File: config.mk
export PLATFORM = sky130hd
export DESIGN_NAME = flash_guard
export DESIGN_NICKNAME = d
export VERILOG_FILES = /design/src/rtl/flash_guard_pkg.sv /design/src/rtl/flash_guard_regs.sv /design/src/rtl/flash_guard_check.sv /design/src/rtl/flash_guard_slot.sv /design/src/rtl/flash_guard.sv
export SDC_FILE = /design/constraint.sdc
export NUM_CORES = 1
export LEC_CHECK = 0
export CORE_MARGIN = 4
export CORE_UTILIZATION = 60
export CTS_CLUSTER_DIAMETER = 100
export DETAILED_ROUTE_END_ITERATION = 10
export DONT_BUFFER_PORTS = 1
export PLACE_DENSITY = 0.81
export RECOVER_POWER = 25
export SLEW_MARGIN = 20
export SYNTH_ARGS = -nofsm -noshare
export SYNTH_HDL_FRONTEND = slang
export SYNTH_SLANG_ARGS = --single-unit
File: constraint.sdc
create_clock -name clk -period 3.6 [get_ports clk]
set_clock_uncertainty 0.15 [all_clocks]
set_input_delay 0.9 -clock clk [delete_from_list [all_inputs] [get_ports clk]]
set_output_delay 0.9 -clock clk [all_outputs]
set_load 0.01 [all_outputs]
File: src/rtl/flash_guard_pkg.sv
package flash_guard_pkg;

    localparam int SECT_BITS = 16;

    localparam logic [1:0] RA_STATUS = 2'd0;
    localparam logic [1:0] RA_MEMOP  = 2'd1;
    localparam logic [1:0] RA_FLAGS  = 2'd2;
    localparam logic [1:0] RA_MASK   = 2'd3;

    localparam logic [7:0] OPC_BULK    = 8'd1;
    localparam logic [7:0] OPC_SECTOR  = 8'd2;
    localparam logic [7:0] OPC_PROTECT = 8'd3;

    typedef enum logic [1:0] {
        ENG_NONE    = 2'd0,
        ENG_BULK    = 2'd1,
        ENG_SECTOR  = 2'd2,
        ENG_PROGRAM = 2'd3
    } eng_op_e;

    typedef struct packed {
        logic       tb;
        logic [3:0] level;
    } prot_t;

    // True when sector index sect (of nbits significant bits) lies in the guarded range
    function automatic logic sect_locked(input logic [31:0] sect, input int nbits,
                                         input prot_t p);
        logic [31:0] s;
        int          sh;
        if (p.level == 4'd0) return 1'b0;
        sh = int'(p.level) - 1;
        if (sh >= nbits) return 1'b1;
        s = p.tb ? sect : (~sect & ((32'd1 << nbits) - 32'd1));
        return (s >> sh) == 32'd0;
    endfunction

endpackage

File: src/rtl/flash_guard_regs.sv
module flash_guard_regs
    import flash_guard_pkg::*;
(
    input  logic        clk,
    input  logic        rst,
    input  logic        reg_we,
    input  logic [1:0]  reg_addr,
    input  logic [31:0] reg_wdata,
    input  logic        prot_we,
    input  prot_t       prot_new,
    input  logic        set_erase_err,
    input  logic        set_write_err,
    output prot_t       prot,
    output logic [1:0]  flags,
    output logic [1:0]  mask,
    output logic [31:0] reg_rdata,
    output logic        irq
);
    logic [1:0] clr;
    logic [1:0] set;

    assign clr = (reg_we && reg_addr == RA_FLAGS) ? reg_wdata[1:0] : 2'b00;
    assign set = {set_write_err, set_erase_err};

    always_ff @(posedge clk) begin
        if (rst) begin
            prot  <= '0;
            flags <= '0;
            mask  <= '0;
        end else begin
            if (prot_we) prot <= prot_new;
            flags <= (flags & ~clr) | set;
            if (reg_we && reg_addr == RA_MASK) mask <= reg_wdata[1:0];
        end
    end

    always_comb begin
        reg_rdata = '0;
        unique case (reg_addr)
            RA_STATUS: reg_rdata[6:2] = {prot.level[3], prot.tb, prot.level[2:0]};
            RA_FLAGS:  reg_rdata[1:0] = flags;
            RA_MASK:   reg_rdata[1:0] = mask;
            default:   reg_rdata = '0;
        endcase
    end

    assign irq = |(flags & mask);

endmodule

File: src/rtl/flash_guard_check.sv
module flash_guard_check
    import flash_guard_pkg::*;
#(
    parameter int ADDR_W  = 24,
    parameter int NSECT_W = ADDR_W - SECT_BITS
) (
    input  logic              reg_we,
    input  logic [1:0]        reg_addr,
    input  logic [31:0]       reg_wdata,
    input  logic              wr_valid,
    input  logic [ADDR_W-1:0] wr_addr,
    input  prot_t             prot,
    input  logic              slot_full,
    output logic              wr_ready,
    output logic              prot_we,
    output prot_t             prot_new,
    output logic              load,
    output eng_op_e           load_op,
    output logic [ADDR_W-1:0] load_addr,
    output logic              erase_err,
    output logic              write_err
);
    logic               memop_wr;
    logic [7:0]         opc;
    logic               is_bulk, is_sect;
    logic [NSECT_W-1:0] sect_idx;
    logic               sect_lock, wr_lock, any_prot;
    logic               erase_cmd, erase_ok, wr_take;

    assign memop_wr = reg_we && reg_addr == RA_MEMOP;
    assign opc      = reg_wdata[7:0];
    assign is_bulk  = opc == OPC_BULK;
    assign is_sect  = opc == OPC_SECTOR;
    assign sect_idx = reg_wdata[8 +: NSECT_W];
    assign any_prot = prot.level != 4'd0;

    assign sect_lock = sect_locked({{(32-NSECT_W){1'b0}}, sect_idx}, NSECT_W, prot);
    assign wr_lock   = sect_locked({{(32-NSECT_W){1'b0}}, wr_addr[ADDR_W-1:SECT_BITS]},
                                   NSECT_W, prot);

    assign erase_cmd = memop_wr && (is_bulk || is_sect);
    assign erase_err = memop_wr && ((is_bulk && any_prot) || (is_sect && sect_lock));
    assign erase_ok  = erase_cmd && !erase_err;

    assign wr_ready  = !slot_full && !erase_cmd;
    assign wr_take   = wr_valid && wr_ready;
    assign write_err = wr_take && wr_lock;

    assign load = (erase_ok && !slot_full) || (wr_take && !wr_lock);

    always_comb begin
        if (erase_ok) begin
            load_op   = is_bulk ? ENG_BULK : ENG_SECTOR;
            load_addr = is_bulk ? '0 : {sect_idx, {SECT_BITS{1'b0}}};
        end else begin
            load_op   = ENG_PROGRAM;
            load_addr = wr_addr;
        end
    end

    assign prot_we        = memop_wr && opc == OPC_PROTECT;
    assign prot_new.level = reg_wdata[11:8];
    assign prot_new.tb    = reg_wdata[12];

endmodule

File: src/rtl/flash_guard_slot.sv
module flash_guard_slot
    import flash_guard_pkg::*;
#(
    parameter int ADDR_W = 24
) (
    input  logic              clk,
    input  logic              rst,
    input  logic              load,
    input  eng_op_e           load_op,
    input  logic [ADDR_W-1:0] load_addr,
    input  logic              eng_ready,
    output logic              eng_valid,
    output eng_op_e           eng_op,
    output logic [ADDR_W-1:0] eng_addr
);
    always_ff @(posedge clk) begin
        if (rst) begin
            eng_valid <= 1'b0;
            eng_op    <= ENG_NONE;
            eng_addr  <= '0;
        end else if (load) begin
            eng_valid <= 1'b1;
            eng_op    <= load_op;
            eng_addr  <= load_addr;
        end else if (eng_valid && eng_ready) begin
            eng_valid <= 1'b0;
        end
    end

endmodule

File: src/rtl/flash_guard.sv
module flash_guard
    import flash_guard_pkg::*;
#(
    parameter int ADDR_W = 24
) (
    input  logic              clk,
    input  logic              rst,
    input  logic              reg_we,
    input  logic [1:0]        reg_addr,
    input  logic [31:0]       reg_wdata,
    output logic [31:0]       reg_rdata,
    input  logic              wr_valid,
    input  logic [ADDR_W-1:0] wr_addr,
    output logic              wr_ready,
    output logic              eng_valid,
    input  logic              eng_ready,
    output logic [1:0]        eng_op,
    output logic [ADDR_W-1:0] eng_addr,
    output logic              irq
);
    localparam int NSECT_W = ADDR_W - SECT_BITS;

    prot_t             prot_q, prot_new;
    logic              prot_we;
    logic [1:0]        flags_q, mask_q;
    logic              load, erase_err, write_err;
    eng_op_e           load_op, slot_op;
    logic [ADDR_W-1:0] load_addr;

    flash_guard_regs u_regs (
        .clk           (clk),
        .rst           (rst),
        .reg_we        (reg_we),
        .reg_addr      (reg_addr),
        .reg_wdata     (reg_wdata),
        .prot_we       (prot_we),
        .prot_new      (prot_new),
        .set_erase_err (erase_err),
        .set_write_err (write_err),
        .prot          (prot_q),
        .flags         (flags_q),
        .mask          (mask_q),
        .reg_rdata     (reg_rdata),
        .irq           (irq)
    );

    flash_guard_check #(.ADDR_W(ADDR_W), .NSECT_W(NSECT_W)) u_check (
        .reg_we    (reg_we),
        .reg_addr  (reg_addr),
        .reg_wdata (reg_wdata),
        .wr_valid  (wr_valid),
        .wr_addr   (wr_addr),
        .prot      (prot_q),
        .slot_full (eng_valid),
        .wr_ready  (wr_ready),
        .prot_we   (prot_we),
        .prot_new  (prot_new),
        .load      (load),
        .load_op   (load_op),
        .load_addr (load_addr),
        .erase_err (erase_err),
        .write_err (write_err)
    );

    flash_guard_slot #(.ADDR_W(ADDR_W)) u_slot (
        .clk       (clk),
        .rst       (rst),
        .load      (load),
        .load_op   (load_op),
        .load_addr (load_addr),
        .eng_ready (eng_ready),
        .eng_valid (eng_valid),
        .eng_op    (slot_op),
        .eng_addr  (eng_addr)
    );

    assign eng_op = slot_op;

endmodule

==> flow_summary.yaml <==
power_and_ir_drop:
  power.share.switching: 0.2532
  switchingPower_w: 0.0002249
  powerDensity_nw_per_um2: 383.9
  pwr-share-seq: 0.500
  ir_worst_vdd_uv: 163.0
  p_comb_frac: 0.103
  p_leak_nw: 0.9152
  p_int_w: 0.0006632
  clock_power_share: 0.398
hold_path:
  min_path_type: "reg -> reg"
  hp-start: "u_slot.eng_addr[3]$_SDFFE_PP0P_"
detailed_routing:
  first_pass_iters: 4
  vias_per_cell: 5.710
  drc: 0
  wl_um: 5167
  ant_nets: 0
  drt_iter0_drc: 85
  vias: 1890
  routedWlPerCell_um: 15.61
yosys:
  synth_edf_count: 0
  async_flop_share: 0
  yosys_register_bits: 36
  ys_seq_area_frac: 0.3087
  ys_types: 52
  avgSynthCellArea_um2: 8.079
  synth_area_um2: 2335
  synthFlopType: "dfxtp_1"
  synthCells: 289
  ys.warnings.count: 0
setup_path:
  cp.required_ns: 3.64
  crit_path_start_kind: "flip-flop"
  slowest_delay_ns: 0.46
  slowest_stage: "a31o_2"
  critical_path_arrival_ns: 3.14
  worstReg2RegStart: "u_regs.prot[0]$_SDFFE_PP0P_"
  end_kind: "flip-flop"
  path_buf_inv: 1
  crit_type: "reg -> reg"
  path_cells: "inv_1, ha_1, or3b_4, and4_1, a221o_1, nand4_1, a31o_2, nand2_1, o211a_1"
  startpoint: "u_regs.prot[0]$_SDFFE_PP0P_"
  path_delay_family: "compound AO/OA/AOI/OAI gates"
  path_max_fanout: 24
global_route:
  antenna_found_initial: 0
  grt_overflow: 0
  grt_max_degree: 29
  grt_pass1_vias: 1759
  gr-usage-all-layers: 0.2035
  grt_pass1_wl_um: 8252
finish:
  insertedDiodeCount: 0
  syn_to_final_growth_pct: -0.9110
  fin_util: 0.6226
  drive_above_1_share: 0.06360
  fin_nets: 347
  fillers: 370
place:
  preCtsSetupSlack_ns: 0.5098
  routabilityCongestion: 0.8937
  io_buffers: 0
  dpl.hpwl_um: 3905
clock_tree:
  root_buffer: "clkbuf_8"
  cts_tree: "yes"
  cts_made_buffers: 5
  cts_hold_buf: 0
  htreeDepth: 2
  cts_resized: 0
  cts.sinks: 36
  path_clk_slew_ns: 0.07
  cts_setup_buffers: 0
  clk_latency_ns: 0.29
  clockBufferDepth: 2
sta:
  whs_ns: 0.3589
  relSlewSlack: 0.5178
  finalSetupViolations: 0
  slew_viol_final: 0
  hold_violations: 0
  worst_slew_pin_slew_ns: 0.7173
  period_minus_slack_ns: 3.107
  fin_tns_setup_ns: 0
  fin_ws_ns: 0.4930
  fmax_mhz: 321.9
  rsz0062_at_grt: "false"
  post-route-period-util: 0.8631
floorplan:
  die_x_um: 70.38
  die_area_um2: 4953
  rows: 22
  io-pin-count: 124
  fp.dieH_um: 70.38
  fp.coreArea_um2: 3716
  initial_core_util: 0.6283
status:
  outcome: "finished clean"
flow_run:
  maxCapViolCount: 0
-- final cells by class --
| type | count | area, um2 | share of cell area |
|---|---|---|---|
| Clock buffer | 5 | 68.82 | 0.02975 |
| Timing Repair Buffer | 3 | 22.52 | 0.009735 |
| Clock inverter | 3 | 42.54 | 0.01839 |
| Tap cell | 48 | 60.06 | 0.02596 |
| Sequential cell | 36 | 720.7 | 0.3115 |
| Multi-Input combinational cell | 223 | 1350 | 0.5836 |
| Inverter | 13 | 48.80 | 0.02109 |
-- path summary, 6_finish.rpt --
check | cells after the start | slack (ns) | to
max reg2reg | 9 | 0.49 | u_slot.eng_op[0]$_SDFFE_PP0P_
min reg2reg | 2 | 0.36 | u_slot.eng_addr[3]$_SDFFE_PP0P_
min | 2 | 0.36 | u_slot.eng_addr[3]$_SDFFE_PP0P_
max | 9 | 0.49 | u_slot.eng_op[0]$_SDFFE_PP0P_
-- flip-flops by register name, indices dropped and copies added, names as in the netlist --
signal	count
u_slot.eng_addr	24
u_regs.prot	5
u_regs.flags	2
u_regs.mask	2
u_slot.eng_op	2
u_slot.eng_valid	1
-- through the flow --
stage	cells	total power [W]	instance area, um2
floorplan	313	0.0005593	2425
global placement	323	0.0005410	2202
detailed placement	323	0.0005441	2202
CTS	331	0.0008969	2313
global route	331	0.0009312	2313
finish	331	0.0008881	2313
-- synth_stat cells, types with 2 or more instances --
library cell  number  share of area
dfxtp_1           36           0.31
buf_4             27          0.087
a21oi_1           25          0.054
nand2_1           24          0.039
nand3_1           22          0.047
nor2_1            18          0.029
mux2i_1           15          0.064
inv_1             12          0.019
xnor2_1           10          0.038
o21a_1             8          0.026
and3_1             7          0.019
nand2b_1           7          0.019
o21ai_0            7          0.015
o2bb2ai_1          7          0.026
buf_6              6          0.029
and2_1             5          0.013
clkbuf_1           4         0.0064
buf_2              3         0.0064
nand3b_1           3         0.0096
nand4_1            3         0.0080
nor3_1             3         0.0064
a21boi_1           2         0.0064
a31oi_1            2         0.0054
ha_1               2          0.011
nor2b_1            2         0.0054
o31ai_1            2         0.0064
xor2_1             2         0.0075
-- worst register-to-register path, cell delays in order, from the launching register on --
cell and delay [ns]:
dfxtp_1 0.44, inv_1 0.25, ha_1 0.27, or3b_4 0.42, and4_1 0.19, a221o_1 0.29, nand4_1 0.13, a31o_2 0.46
nand2_1 0.18, o211a_1 0.23
-- cells by family (layout without fill, tap and decap cells) --
group,count (synthesis),count (layout),share of synthesized area
DFF,36,36,0.3087
buffers and inverters,54,24,0.1516
adders and majority gates,2,2,0.01072
other,1,25,0.001606
AOI/OAI and AO/OA,64,64,0.1790
xor gates and xnor gates,12,12,0.04502
and+or+nand+nor,105,105,0.2390
muxes,15,15,0.06431
-- power groups by stage --
| stage | registers, W | logic [W] | clock network [W] |
|---|---|---|---|
| 2_1_floorplan | 0.000448 | 0.000111 | 0 |
| 3_3_place_gp | 0.000453 | 0.0000882 | 0 |
| 3_5_place_dp | 0.000454 | 0.0000906 | 0 |
| 4_1_cts | 0.000444 | 0.0000911 | 0.000362 |
| 5_1_grt | 0.000446 | 0.000105 | 0.000380 |
| 6_report | 0.000444 | 0.0000914 | 0.000353 |
-- cell usage in the layout (no fill, tap or decap), drive strengths merged, types with 3 or more instances in the layout --
cell	count
nor3	3
o21a	8
nand2	24
and2	6
and3	7
nand3b	3
o2bb2ai	7
conb	25
nor2	18
inv	12
o21ai	7
mux2i	15
clkbuf	5
nand4	3
nand3	22
a21oi	25
buf	3
xnor2	10
nand2b	7
dfxtp	36
-- routing by layer --
layer | share of wire | track usage | wire, um
met5 | 0 | 0 | 0
met4 | 0.015 | 0.07234 | 76
met3 | 0.087 | 0.05324 | 452
met2 | 0.47 | 0.3243 | 2454
met1 | 0.42 | 0.2637 | 2183
(Power assumes the default switching activity.)
